## config.mk

```make
export PLATFORM = sky130hd
export DESIGN_NAME = joy_serial_reader
export DESIGN_NICKNAME = d
export VERILOG_FILES = /design/src/rtl/joy_pkg.sv /design/src/rtl/joy_strobe_ctl.sv /design/src/rtl/joy_pad_shifter.sv /design/src/rtl/joy_read_port.sv /design/src/rtl/joy_serial_reader.sv
export SDC_FILE = /design/constraint.sdc
export NUM_CORES = 1
export LEC_CHECK = 0
export CAP_MARGIN = 0
export CELL_PAD_IN_SITES_DETAIL_PLACEMENT = 1
export CELL_PAD_IN_SITES_GLOBAL_PLACEMENT = 1
export CORE_MARGIN = 2
export CORE_UTILIZATION = 37
export CTS_CLUSTER_SIZE = 40
export DETAILED_ROUTE_END_ITERATION = 12
export PLACE_DENSITY = 0.86
export SLEW_MARGIN = 20
export SYNTH_ARGS = -nofsm -noshare
export SYNTH_HDL_FRONTEND = slang
export SYNTH_SLANG_ARGS = --single-unit
export TNS_END_PERCENT = 10
```

## constraint.sdc

```tcl
create_clock -name clk -period 7.95 [get_ports clk]
set_clock_uncertainty 0.2 [all_clocks]
set_input_delay 1.59 -clock clk [delete_from_list [all_inputs] [get_ports clk]]
set_output_delay 1.59 -clock clk [all_outputs]
set_load 0.005 [all_outputs]
```

## src/rtl/joy_pkg.sv

```systemverilog
package joy_pkg;

    typedef enum logic {
        STB_LOW,
        STB_HIGH
    } stb_state_t;

    typedef enum logic [1:0] {
        PAD_DRAINED,
        PAD_HOLD,
        PAD_SHIFT
    } pad_state_t;

    localparam logic [5:0] FIXED_HIGH_BITS = 6'b010000;

endpackage

```

## src/rtl/joy_strobe_ctl.sv

```systemverilog
module joy_strobe_ctl
    import joy_pkg::*;
(
    input  logic clk,
    input  logic rst_n,
    input  logic wr_hit,
    input  logic wr_bit,
    output logic strobe_on,
    output logic load_pulse
);

    stb_state_t state_q;
    stb_state_t state_d;

    always_ff @(posedge clk) begin
        if (!rst_n) begin
            state_q <= STB_LOW;
        end else begin
            state_q <= state_d;
        end
    end

    always_comb begin
        state_d    = state_q;
        load_pulse = 1'b0;
        unique case (state_q)
            STB_LOW: begin
                if (wr_hit && wr_bit) begin
                    state_d = STB_HIGH;
                end
            end
            STB_HIGH: begin
                if (wr_hit && !wr_bit) begin
                    state_d    = STB_LOW;
                    load_pulse = 1'b1;
                end
            end
            default: state_d = STB_LOW;
        endcase
    end

    assign strobe_on = (state_q == STB_HIGH);

endmodule

```

## src/rtl/joy_pad_shifter.sv

```systemverilog
module joy_pad_shifter
    import joy_pkg::*;
#(
    parameter int NUM_BTN = 8
) (
    input  logic               clk,
    input  logic               rst_n,
    input  logic               strobe_on,
    input  logic               load_pulse,
    input  logic               rd_hit,
    input  logic [NUM_BTN-1:0] buttons,
    output logic               serial_bit
);

    localparam int IDX_W = (NUM_BTN > 1) ? $clog2(NUM_BTN) : 1;
    localparam logic [IDX_W-1:0] LAST_IDX = IDX_W'(NUM_BTN - 1);

    pad_state_t         state_q, state_d;
    logic [NUM_BTN-1:0] shreg_q, shreg_d;
    logic [IDX_W-1:0]   idx_q, idx_d;

    always_ff @(posedge clk) begin
        if (!rst_n) begin
            state_q <= PAD_DRAINED;
            shreg_q <= '1;
            idx_q   <= '0;
        end else begin
            state_q <= state_d;
            shreg_q <= shreg_d;
            idx_q   <= idx_d;
        end
    end

    always_comb begin
        state_d = state_q;
        shreg_d = shreg_q;
        idx_d   = idx_q;
        unique case (state_q)
            PAD_DRAINED: begin
                if (load_pulse) begin
                    state_d = PAD_SHIFT;
                    shreg_d = buttons;
                    idx_d   = '0;
                end else if (strobe_on) begin
                    state_d = PAD_HOLD;
                end
            end
            PAD_HOLD: begin
                if (load_pulse) begin
                    state_d = PAD_SHIFT;
                    shreg_d = buttons;
                    idx_d   = '0;
                end
            end
            PAD_SHIFT: begin
                if (load_pulse) begin
                    shreg_d = buttons;
                    idx_d   = '0;
                end else if (strobe_on) begin
                    state_d = PAD_HOLD;
                end else if (rd_hit) begin
                    shreg_d = {1'b1, shreg_q[NUM_BTN-1:1]};
                    idx_d   = idx_q + 1'b1;
                    if (idx_q == LAST_IDX) begin
                        state_d = PAD_DRAINED;
                        idx_d   = '0;
                    end
                end
            end
            default: state_d = PAD_DRAINED;
        endcase
    end

    always_comb begin
        if (strobe_on) begin
            serial_bit = buttons[0];
        end else if (state_q == PAD_SHIFT) begin
            serial_bit = shreg_q[0];
        end else begin
            serial_bit = 1'b1;
        end
    end

endmodule

```

## src/rtl/joy_read_port.sv

```systemverilog
module joy_read_port
    import joy_pkg::*;
#(
    parameter int NUM_PADS = 2
) (
    input  logic                clk,
    input  logic                rst_n,
    input  logic                rd_fire,
    input  logic [NUM_PADS-1:0] sel_onehot,
    input  logic [NUM_PADS-1:0] serial_bits,
    input  logic [NUM_PADS-1:0] present,
    output logic [7:0]          rd_data,
    output logic                rd_valid
);

    logic bit0_sel;
    logic absent_sel;

    always_comb begin
        bit0_sel   = 1'b0;
        absent_sel = 1'b0;
        for (int p = 0; p < NUM_PADS; p++) begin
            if (sel_onehot[p]) begin
                bit0_sel   = serial_bits[p];
                absent_sel = ~present[p];
            end
        end
    end

    always_ff @(posedge clk) begin
        if (!rst_n) begin
            rd_data  <= '0;
            rd_valid <= 1'b0;
        end else begin
            rd_valid <= rd_fire;
            if (rd_fire) begin
                rd_data <= {FIXED_HIGH_BITS, absent_sel, bit0_sel};
            end
        end
    end

endmodule

```

## src/rtl/joy_serial_reader.sv

```systemverilog
module joy_serial_reader
    import joy_pkg::*;
#(
    parameter int                ADDR_W    = 16,
    parameter logic [ADDR_W-1:0] BASE_ADDR = 16'h4016,
    parameter int                NUM_PADS  = 2,
    parameter int                NUM_BTN   = 8
) (
    input  logic                         clk,
    input  logic                         rst_n,
    input  logic [ADDR_W-1:0]            bus_addr,
    input  logic                         bus_wr,
    input  logic                         bus_rd,
    input  logic [7:0]                   bus_wdata,
    input  logic [NUM_PADS*NUM_BTN-1:0]  pad_buttons,
    input  logic [NUM_PADS-1:0]          pad_present,
    output logic [7:0]                   rd_data,
    output logic                         rd_valid
);

    localparam logic [ADDR_W-1:0] PAD_SPAN = ADDR_W'(NUM_PADS);

    logic [ADDR_W-1:0]   offset;
    logic                addr_hit;
    logic [NUM_PADS-1:0] sel_onehot;
    logic [NUM_PADS-1:0] serial_bits;
    logic                strobe_on;
    logic                load_pulse;
    logic                rd_fire;

    assign offset   = bus_addr - BASE_ADDR;
    assign addr_hit = (offset < PAD_SPAN);
    assign rd_fire  = bus_rd && addr_hit;

    joy_strobe_ctl u_strobe (
        .clk        (clk),
        .rst_n      (rst_n),
        .wr_hit     (bus_wr && (offset == '0)),
        .wr_bit     (bus_wdata[0]),
        .strobe_on  (strobe_on),
        .load_pulse (load_pulse)
    );

    for (genvar p = 0; p < NUM_PADS; p++) begin : g_pad
        assign sel_onehot[p] = addr_hit && (offset == ADDR_W'(p));

        joy_pad_shifter #(.NUM_BTN(NUM_BTN)) u_shift (
            .clk        (clk),
            .rst_n      (rst_n),
            .strobe_on  (strobe_on),
            .load_pulse (load_pulse),
            .rd_hit     (bus_rd && sel_onehot[p]),
            .buttons    (pad_buttons[p*NUM_BTN +: NUM_BTN]),
            .serial_bit (serial_bits[p])
        );
    end

    joy_read_port #(.NUM_PADS(NUM_PADS)) u_read (
        .clk         (clk),
        .rst_n       (rst_n),
        .rd_fire     (rd_fire),
        .sel_onehot  (sel_onehot),
        .serial_bits (serial_bits),
        .present     (pad_present),
        .rd_data     (rd_data),
        .rd_valid    (rd_valid)
    );

endmodule

```

# --- Word-level counts from Yosys, hierarchy flattened ---
# Cells that the tools add are included.
totals:
  ff_bits: 31
  input_bits: 46
  output_inout_bits: 9
  wordCells: 106
op_classes:
  n_addsub: 3
  magnitude_cmp: 1
  eq_ne: 23
  mux: 47
  bitwise: 3
  n_reduce_logical: 20
ops:
  columns: ["cell", "n"]
  rows:
  - ["$mux 8", 8]
  - ["$pmux 8 s2", 2]
  - ["$mux 3", 9]
  - ["$mux 2", 11]
  - ["$ne 3x2->1 const B", 7]
  - ["$eq 16x1->1 const B", 1]
  - ["$logic_not 16->1", 1]
  - ["$lt 16x2->1 const B", 1]
  - ["$sub 16x15->16 const B", 1]
  - ["$mux 1", 12]
  - ["$pmux 2 s3", 2]
  - ["$pmux 3 s2", 2]
  - ["$reduce_and 5->1", 2]
  - ["$logic_and 1x1->1", 8]
  - ["$reduce_and 4->1", 2]
  - ["$add 3x1->3 const B", 2]
  - ["$eq 3x3->1 const B", 2]
  - ["$ne 2x1->1 const B", 3]
  - ["$ne 2x2->1 const B", 3]
  - ["$ne 3x3->1 const B", 2]
  - ["$eq 2x1->1 const B", 2]
  - ["$eq 2x2->1 const B", 2]
  - ["$logic_not 2->1", 2]
  - ["$reduce_bool 2->1", 2]
  - ["5 further kinds", 8]

# --- Depth between registers and ports, before layout ---
# Gate-level depths: netlist of run 1.
logic_depth:
  ltp_word: 8
  ltp_mapped: 10

# --- By module ---
# A second synthesis of run 1 with hierarchy kept.
unflattened:
  cells_unflattened: 196
  hier_area_um2: 1715.4
by_module_without_submodules:
  columns: ["module", "instances", "cells_per_inst", "area_each_um2", "seq_area_each_um2"]
  rows:
  - ["joy_pad_shifter", 2, 72, 638.1, 260.2]
  - ["joy_serial_reader", 1, 28, 207.7, 0.0]
  - ["joy_read_port", 1, 20, 185.2, 80.1]
  - ["joy_strobe_ctl", 1, 4, 46.3, 20.0]

# --- Least setup slack after synthesis of run 1 ---
# Ideal clock, no wire load.
synth_timing:
  path_kind: "input -> register"
  from: "input bus_addr[1]"
  to: "register g_pad[0].u_shift.idx_q[0]"
  setup_ps: 121
  arrival_ps: 3582
  t_required_ps: 7629
  slack_ps: 4048
  path_stages: 8
  path_buffers: 0
  path_cell_list: "ha_1 o21ai_1 nand4_1 xor2_1 a21oi_1 or4_4 o31a_1 mux2_2"
synth_between:
  elab_chain_cells: 8
  elab_cells_between_ends: 15
synth_rtl:
  columns: ["item", "line", "source"]
  rows:
  - ["from (decl)", "joy_serial_reader.sv:11", "input logic [ADDR_W-1:0] bus_addr,"]
  - ["$sub 16x15->16 *", "joy_serial_reader.sv:31", "assign offset = bus_addr - BASE_ADDR;"]
  - ["branches (longest 7 deep; another with $lt 16x2->1)", null, null]
  - ["to (signal assigned)", "joy_pad_shifter.sv:30", "idx_q <= idx_d;"]
  - ["to (decl)", "joy_pad_shifter.sv:20", "logic [IDX_W-1:0] idx_q, idx_d;"]
# Mark *: on every way between the ends.
# A chain may end at the register's enable or synchronous reset.

# --- Worst setup path after layout of run 1 ---
layout_timing:
  from: "input bus_addr[1]"
  to: "register g_pad[0].u_shift.shreg_q[5]"
layout_between:
  elab_chain_cells: 8
  elab_cells_between_ends: 15
layout_rtl:
  columns: ["item", "line", "source"]
  rows:
  - ["$sub 16x15->16 *", "joy_serial_reader.sv:31", null]
  - ["branches (longest 7 deep; another with $lt 16x2->1)", null, null]
  - ["to (signal assigned)", "joy_pad_shifter.sv:29", "shreg_q <= shreg_d;"]
  - ["to (decl)", "joy_pad_shifter.sv:19", "logic [NUM_BTN-1:0] shreg_q, shreg_d;"]
# Marked as above.

==> flow_metrics.tcl, run 1 <==
set metrics [dict create \
    synth_top_cell_by_area "dfxtp_1" \
    hpwl_mm 3.78 \
    yosysSeqAreaShare_pct 32.6 \
    slowest_stage "or4_1" \
    async_reset_ff_share_pct 0 \
    hold_path_end "u_read.rd_data[6]$_SDFFE_PN0P_" \
    start_kind "input pin" \
    drv_slew 0 \
    syn_to_final_growth_pct 28.0 \
    num_vias 1853 \
    drive_gt1_share_pct 7.75 \
    cts_tree "done" \
    synth_top_family_by_area "simple AND/OR/NAND/NOR gates" \
    grt-ovfl-total 0 \
    power.leakage_nw 0.866 \
    fillerInstances 605 \
    synth-compound-area-share_pct 24.9 \
    post_cts_buffers 0 \
    fmax_ghz 0.223 \
    wl_per_cell_um 15.2 \
    cts_buffers 5 \
    yosysWarnings 0 \
    firstDrtPassIters 4 \
    insertion_delay_ns 0.28 \
    fin_area_sq_um 2440 \
    port_buffers 42 \
    fin_setup_tns_ns 0 \
    grt_max_degree 27 \
    synthTopCellsByArea "dfxtp_1, a31oi_1, o21ai_0" \
    pwr_density_cell_nw_per_um2 129 \
    regArea_sq_um 621 \
    criticalPathCategory "input pin to flop" \
    layout_common_cells "clkdlybuf4s50_1, dfxtp_1, o21ai_0, a31oi_1, nand3_1" \
    cts.sinks 31 \
    ys_seq_elements 31 \
    r2r-end "g_pad[0].u_shift.idx_q[0]$_SDFFE_PN0P_" \
    antenna_found_initial 0 \
    end_kind "flop" \
    cts.path.max_buffers 2 \
    ctsHoldBuffers 0 \
    synth_fa_ha_area_share_pct 3.29 \
    drc 0 \
    die_x_um 75.7 \
    ant_nets 0 \
    synthSimpleGateAreaFrac_pct 28.1 \
    antennaDiodeCount 0 \
    rrSetupSlack_ns 5.34 \
    wirelength_mm 4.98 \
    cp_max_fo 16 \
    hold_viol 0 \
    clkTransAtPathRegs_ns 0.06 \
    grt_pass1_wl_mm 8.35 \
    max_stage_delay_ns 0.79 \
    setup_viol 0 \
    cp.required_ns 7.92 \
    postSynthAreaPerCell_sq_um 8.69 \
    place_area_sq_um 2350 \
    r2r_cells 7 \
    fp.dieH_um 75.7 \
    final_common_cell "clkdlybuf4s50_1" \
    crit_arrival_ns 4.44 \
    cts_resized 0 \
    synth_area_sq_um 1900 \
    cts-root-buf "clkbuf_8" \
    via_per_inst 5.65 \
    holdWs_ns 0.277 \
    synth_xor_area_share_pct 0.920 \
    hold_path_class "flop to flop" \
    layout_min_cycle_time_ns 4.48 \
    ys.flop_type "dfxtp_1" \
    grt_pass1_vias 1884 \
    status "finished clean" \
    rsz0062_at_grt "false" \
    synth_edf_count 0 \
    pin_count 55 \
    relSlewSlack_pct 40.9 \
    synth_top_area_share_pct 32.6 \
    gp_congestion 0.801 \
    vdd_drop_max_uv 99.9 \
    muxShareOfSynthArea_pct 4.34 \
    first_iter_violations 66 \
    synth.distinct_cells 60 \
    final_nets 308 \
    min_path_cells 1 \
    grt_usage_pct 19.0 \
    crit_chain "clkdlybuf4s50_1, ha_1, nand2b_1, nor3_1, o31ai_1, nand4b_1, or4_1, a31oi_1, a2bb2oi_1" \
    multi_input_area_sq_um 1190 \
    htreeDepth 2 \
    cp_top_family "simple AND/OR/NAND/NOR gates" \
    fp-row-count 26 \
    start_util_pct 37.7 \
    fin_crit_sh_pct 56.3 \
    fp.coreArea_sq_um 5040 \
    worst_slew_pin_slew_ns 0.884 \
    die-area_sq_um 5730 \
    drv_cap 0 \
    netlist_instances 219 \
    hp-start "u_read.rd_data[6]$_SDFFE_PN0P_" \
    worst-path-buf-inv 1 \
]
==> layer usage <==
layer | vias up | global-route usage (%) | part of all wire, % | wire length, um
li1 | 906 | - | - | -
met1 | 901 | 22.2 | 45 | 2250
met2 | 34 | 33.1 | 49 | 2450
met3 | 12 | 3.84 | 3.6 | 177
met4 | 0 | 9.16 | 2.0 | 100
met5 | - | 0 | 0 | 0
==> through the flow <==
stage,total power (W),setup WS [ns],std cells,utilization (%)
after floorplan,0.000176,4.05,223,-
after global placement,0.000200,3.21,320,46.7
after detailed placement,0.000201,3.20,320,46.7
after CTS,0.000319,3.50,328,48.3
after global routing,0.000331,3.28,328,48.3
final,0.000315,3.47,328,48.3
==> logic make-up (layout without fill, tap and decap cells) <==
logic type,Yosys count,count (layout)
AND/OR/NAND/NOR,82,82
XOR/XNOR,2,2
adder cells (fa/ha/maj),5,5
AO/OA/AOI/OAI,67,67
other,1,5
multiplexers,8,8
buffers and inverters,23,58
flip-flops,31,31
==> cell usage after synthesis (2+ instances only) <==
master      n
a21boi_1    2
a21oi_1     6
a22o_1      2
a2bb2oi_1   7
a31oi_1    15
a41o_1      2
a41oi_1     2
and2_1      2
and3_1      2
and3b_1     2
buf_1       2
buf_2       3
buf_4       5
clkbuf_1    7
dfxtp_1    31
ha_1        5
inv_1       6
mux2_2      2
mux2i_1     6
nand2_1     9
nand2b_1    8
nand3_1    11
nor2_1      6
nor2b_1     6
nor3_1      6
nor3b_1     8
nor4_1      4
nor4b_2     3
o21ai_0    17
or3_1       2
==> power by group <==
| group | total [W] | switching [W] | internal [W] |
|---|---|---|---|
| registers | 0.000155 | 0.000000000410 | 0.000155 |
| logic | 0.0000423 | 0.0000182 | 0.0000241 |
| clock network | 0.000117 | 0.0000559 | 0.0000613 |
==> final cells by class <==
cell class,instances,share of cell area (%)
Multi-Input combinational cell,169,48.8
Sequential cell,31,25.5
Timing Repair Buffer,44,17.9
Tap cell,70,3.60
Clock buffer,7,3.13
Inverter,6,0.924
Clock inverter,1,0.205
==> worst max path at each step <==
| stage | cells after the start | slack, ns | to | from |
|---|---|---|---|---|
| 4_1_cts | 9 | 3.50 | g_pad[0].u_shift.shreg_q[4]$_SDFFE_PN1P_ | bus_addr[1] |
| 5_1_grt | 9 | 3.28 | g_pad[0].u_shift.shreg_q[0]$_SDFFE_PN1P_ | bus_addr[1] |
| 6_report | 9 | 3.47 | g_pad[0].u_shift.shreg_q[5]$_SDFFE_PN1P_ | bus_addr[1] |
| 3_5_place_dp | 9 | 3.20 | g_pad[0].u_shift.shreg_q[5]$_SDFFE_PN1P_ | bus_addr[2] |
| 3_3_place_gp | 9 | 3.21 | g_pad[0].u_shift.shreg_q[0]$_SDFFE_PN1P_ | bus_addr[2] |
| 2_1_floorplan | 8 | 4.05 | g_pad[0].u_shift.idx_q[0]$_SDFFE_PN0P_ | bus_addr[1] |
==> state kept, by name, summed over array words and instances, names as in the netlist, named ones only <==
register,count
g_pad.u_shift.shreg_q,16
g_pad.u_shift.idx_q,6
u_read.rd_data,3
g_pad.u_shift.state_q,4
u_read.rd_valid,1
No activity file was read; power rests on OpenSTA's default activity.
==> run 2: changes to the inputs <==
--- a/config.mk
+++ b/config.mk
@@ -9,10 +9,10 @@
 export CELL_PAD_IN_SITES_DETAIL_PLACEMENT = 1
 export CELL_PAD_IN_SITES_GLOBAL_PLACEMENT = 1
 export CORE_MARGIN = 2
-export CORE_UTILIZATION = 37
+export CORE_UTILIZATION = 35
 export CTS_CLUSTER_SIZE = 40
 export DETAILED_ROUTE_END_ITERATION = 12
-export PLACE_DENSITY = 0.86
+export PLACE_DENSITY = 0.82
 export SLEW_MARGIN = 20
 export SYNTH_ARGS = -nofsm -noshare
 export SYNTH_HDL_FRONTEND = slang
==> constraint.sdc (replaced) <==
create_clock -name clk -period 4.25 [get_ports clk]
set_clock_uncertainty 0.2 [all_clocks]
set_input_delay 0.85 -clock clk [delete_from_list [all_inputs] [get_ports clk]]
set_output_delay 0.85 -clock clk [all_outputs]
set_load 0.005 [all_outputs]
==> flow_metrics.tcl, run 2 (same netlist as run 1, synthesis figures left out) <==
set metrics [dict create \
    status "finished clean" \
    grt_pass1_wl_mm 9.02 \
    grt-ovfl-total 0 \
    drc 0 \
    rrSetupSlack_ns 1.52 \
    hold_viol 0 \
    r2r_cells 7 \
    setup_viol 0 \
    regMostFlops "g_pad.u_shift.shreg_q" \
    hold_path_class "flop to flop" \
    wirelength_mm 5.27 \
    fp-row-count 26 \
    criticalPathCategory "input pin to flop" \
    rsz0062_at_grt "false" \
    die_x_um 77.7 \
    cts.path.max_buffers 2 \
    relSlewSlack_pct 54.7 \
    crit_arrival_ns 3.66 \
    top_regs "g_pad.u_shift.shreg_q (16), g_pad.u_shift.idx_q (6), g_pad.u_shift.state_q (4)" \
    syn_to_final_growth_pct 30.2 \
    drive_gt1_share_pct 9.20 \
    die-area_sq_um 6040 \
    cts_resized 0 \
    ctsHoldBuffers 0 \
    gp_congestion 0.762 \
    fin_area_sq_um 2480 \
    grt_usage_pct 18.3 \
    pin_count 55 \
    antenna_found_initial 0 \
    final_nets 311 \
    cp.required_ns 4.22 \
    hold_path_end "u_read.rd_data[6]$_SDFFE_PN0P_" \
    power.leakage_nw 0.890 \
    grt_max_degree 26 \
    worst_slew_pin_slew_ns 0.679 \
    drv_cap 0 \
    wl_per_cell_um 15.9 \
    grt_pass1_vias 1893 \
    cts_buffers 5 \
    layout_min_cycle_time_ns 3.70 \
    num_vias 1865 \
    firstDrtPassIters 4 \
    cts.sinks 31 \
    drv_slew 0 \
    min_path_cells 1 \
    first_iter_violations 83 \
    ant_nets 0 \
    cts_tree "done" \
    cp_max_fo 8 \
    end_kind "flop" \
    clkTransAtPathRegs_ns 0.07 \
    insertion_delay_ns 0.28 \
    vdd_drop_max_uv 153 \
    hpwl_mm 3.97 \
    via_per_inst 5.63 \
    start_kind "input pin" \
    power_w 0.000626 \
    port_buffers 42 \
    final_common_cell "clkdlybuf4s50_1" \
    post_cts_buffers 0 \
    place_area_sq_um 2380 \
    fp.dieH_um 77.7 \
    r2r-end "g_pad[0].u_shift.idx_q[0]$_SDFFE_PN0P_" \
    dp_slack_ns 0.266 \
    fin_crit_sh_pct 86.9 \
    largest_reg_flops 16 \
    start_util_pct 36.8 \
    pwr_density_cell_nw_per_um2 253 \
    fin_setup_tns_ns 0 \
    fp.coreArea_sq_um 5170 \
    cts-root-buf "clkbuf_8" \
    fmax_ghz 0.271 \
    hp-start "u_read.rd_data[6]$_SDFFE_PN0P_" \
    htreeDepth 2 \
    final.setup.worst_slack_ns 0.555 \
    antennaDiodeCount 0 \
    layout_common_cells "clkdlybuf4s50_1, dfxtp_1, o21ai_0, a31oi_1, nand3_1" \
]
-- run 2: area by class of cell --
class / count / area (sq um)
Tap cell: 70 / 87.6
Clock buffer: 8 / 100
Timing Repair Buffer: 47 / 458
Fill cell: 609 / 2700
Multi-Input combinational cell: 169 / 1190
Sequential cell: 31 / 621
Inverter: 6 / 22.5
-- run 2: metal layers --
metal | part of all wire (%) | track usage, %
met5 | 0 | 0
met2 | 49 | 31.0
met4 | 0.68 | 4.11
met3 | 3.4 | 3.84
met1 | 47 | 23.9
-- run 2: worst max-delay path by stage --
stage	depth (start not counted)	start	endpoint	slack, ns
2_1_floorplan	8	bus_addr[1]	g_pad[0].u_shift.idx_q[0]$_SDFFE_PN0P_	1.09
3_3_place_gp	9	bus_addr[2]	g_pad[0].u_shift.shreg_q[7]$_SDFFE_PN1P_	0.30
3_5_place_dp	9	bus_addr[1]	g_pad[0].u_shift.shreg_q[1]$_SDFFE_PN1P_	0.27
4_1_cts	9	bus_addr[1]	g_pad[0].u_shift.shreg_q[1]$_SDFFE_PN1P_	0.55
5_1_grt	9	bus_addr[2]	g_pad[0].u_shift.idx_q[0]$_SDFFE_PN0P_	0.32
6_report	9	bus_addr[1]	g_pad[0].u_shift.idx_q[0]$_SDFFE_PN0P_	0.55
-- run 2: power breakdown --
| group | switching (W) | leakage [nW] | internal, W |
|---|---|---|---|
| registers | 0.000000000710 | 0.250 | 0.000290 |
| logic | 0.0000352 | 0.588 | 0.0000456 |
| clock network | 0.000107 | 0.0515 | 0.000148 |
| total | 0.000142 | 0.890 | 0.000484 |
-- run 2: critical path, cell delays in order --
cell and delay [ns]:
clkdlybuf4s50_1 0.49, ha_1 0.32, o21ai_1 0.21, nand4_1 0.16
xor2_1 0.17, a21oi_1 0.22, or4_4 0.63, o31a_1 0.34
mux2_2 0.27
-- run 2: metrics by stage --
stage	hold WS (ns)	utilization, %	std cells
floorplan	0.241	-	223
global placement	0.250	46.0	323
detailed placement	0.262	46.0	323
CTS	0.274	47.9	331
global route	0.291	47.9	331
finish	0.270	47.9	331
==> run 3: changes to the inputs <==
--- a/config.mk
+++ b/config.mk
@@ -12,6 +12,7 @@
 export CORE_UTILIZATION = 35
 export CTS_CLUSTER_SIZE = 40
 export DETAILED_ROUTE_END_ITERATION = 12
+export MAX_ROUTING_LAYER = met4
 export PLACE_DENSITY = 0.82
 export SLEW_MARGIN = 20
 export SYNTH_ARGS = -nofsm -noshare
==> flow_metrics.tcl, run 3 (same netlist as run 1, synthesis figures left out) <==
set metrics [dict create \
    status "finished clean" \
    worst-path-buf-inv 1 \
    grt_pass1_wl_mm 9.03 \
    r2r_cells 7 \
    firstDrtPassIters 4 \
    insertion_delay_ns 0.28 \
    grt_use_met2_pct 31.0 \
    ant_nets 0 \
    port_buffers 42 \
    largest_reg_flops 16 \
    grt_max_degree 26 \
    crit_arrival_ns 3.66 \
    layout_min_cycle_time_ns 3.70 \
    fin_area_sq_um 2480 \
    ctsHoldBuffers 0 \
    layout_common_cells "clkdlybuf4s50_1, dfxtp_1, o21ai_0, a31oi_1, nand3_1" \
    syn_to_final_growth_pct 30.2 \
    min_path_cells 1 \
    fin_crit_sh_pct 87.0 \
    hold_path_end "u_read.rd_data[6]$_SDFFE_PN0P_" \
    fp.coreArea_sq_um 5170 \
    clkTransAtPathRegs_ns 0.07 \
    post_cts_buffers 0 \
    cts_resized 0 \
    top_regs "g_pad.u_shift.shreg_q (16), g_pad.u_shift.idx_q (6), g_pad.u_shift.state_q (4)" \
    cts.path.max_buffers 2 \
    worst_slew_pin_slew_ns 0.679 \
    rrSetupSlack_ns 1.52 \
    criticalPathCategory "input pin to flop" \
    drv_slew 0 \
    die-area_sq_um 6040 \
    relSlewSlack_pct 54.7 \
    drive_gt1_share_pct 9.20 \
    slowest_stage "or4_4" \
    met1_usage_pct 24.0 \
    final_nets 311 \
    start_util_pct 36.8 \
    power.leakage_nw 0.890 \
    fp.dieH_um 77.7 \
    num_vias 1862 \
    gr-usage-met3_pct 3.84 \
    cts.sinks 31 \
    drc 0 \
    hold_viol 0 \
    gp_congestion 0.773 \
    placedCellCount 323 \
    top_usage_layer "met2" \
    fmax_ghz 0.271 \
    fin_setup_tns_ns 0 \
    max_stage_delay_ns 0.63 \
    place_area_sq_um 2380 \
    vdd_drop_max_uv 153 \
    start_kind "input pin" \
    cts_buffers 5 \
    grt_usage_pct 18.9 \
    cp.required_ns 4.22 \
    via_per_inst 5.63 \
    grt_pass1_vias 1887 \
    fp-row-count 26 \
    regMostFlops "g_pad.u_shift.shreg_q" \
    wirelength_mm 5.27 \
    die_x_um 77.7 \
    r2r-end "g_pad[0].u_shift.idx_q[0]$_SDFFE_PN0P_" \
    fillerInstances 609 \
    rsz0062_at_grt "false" \
    antennaDiodeCount 0 \
    hold_path_class "flop to flop" \
    hpwl_mm 3.97 \
    antenna_found_initial 0 \
    end_kind "flop" \
    drv_cap 0 \
    grt-ovfl-total 0 \
    cp_top_family "simple AND/OR/NAND/NOR gates" \
    crit_chain "clkdlybuf4s50_1, ha_1, o21ai_1, nand4_1, xor2_1, a21oi_1, or4_4, o31a_1, mux2_2" \
    setup_viol 0 \
    first_iter_violations 83 \
    pwr_density_cell_nw_per_um2 253 \
    pin_count 55 \
    cts_tree "done" \
    final_common_cell "clkdlybuf4s50_1" \
    htreeDepth 2 \
    finalCoreUtilization_pct 47.9 \
    cts-root-buf "clkbuf_8" \
    cp_max_fo 8 \
    stdcell_count 331 \
    wl_per_cell_um 15.9 \
    hp-start "u_read.rd_data[6]$_SDFFE_PN0P_" \
]
==> run 3: metal layers <==
metal  part of all wire, %  vias to the layer above
met4                  0.68                        0
met5                     0                        -
met2                    49                       32
met3                   3.4                        5
met1                    47                      916
li1                      -                      909
==> run 3: power by group <==
group          leakage (nW)    switching, W  internal, W
logic                 0.588       0.0000352    0.0000456
registers             0.250  0.000000000710     0.000290
clock network        0.0515        0.000107     0.000148
==> run 3: through the flow <==
step | total power, W | hold slack, ns | setup slack, ns
final | 0.000626 | 0.270 | 0.554
after global routing | 0.000650 | 0.291 | 0.324
after CTS | 0.000631 | 0.274 | 0.554
after detailed placement | 0.000377 | 0.262 | 0.266
after global placement | 0.000376 | 0.250 | 0.304
after floorplan | 0.000330 | 0.241 | 1.09
==> run 3: area by class of cell <==
type                       instances  area [sq um]  share of cell area (%)
clock buffer                       8           100                    4.04
tap                               70          87.6                    3.54
inverter                           6          22.5                   0.909
timing repair buffer              47           458                    18.5
sequential                        31           621                    25.1
multi-input combinational        169          1190                    48.0
==> run 3: worst max path at each step <==
stage | from | end | slack [ns] | cells past startpoint
after floorplan | bus_addr[1] | g_pad[0].u_shift.idx_q[0]$_SDFFE_PN0P_ | 1.09 | 8
after global placement | bus_addr[2] | g_pad[0].u_shift.shreg_q[7]$_SDFFE_PN1P_ | 0.30 | 9
after detailed placement | bus_addr[1] | g_pad[0].u_shift.shreg_q[1]$_SDFFE_PN1P_ | 0.27 | 9
after CTS | bus_addr[1] | g_pad[0].u_shift.shreg_q[1]$_SDFFE_PN1P_ | 0.55 | 9
after global routing | bus_addr[2] | g_pad[0].u_shift.idx_q[0]$_SDFFE_PN0P_ | 0.32 | 9
final | bus_addr[1] | g_pad[0].u_shift.idx_q[0]$_SDFFE_PN0P_ | 0.55 | 9
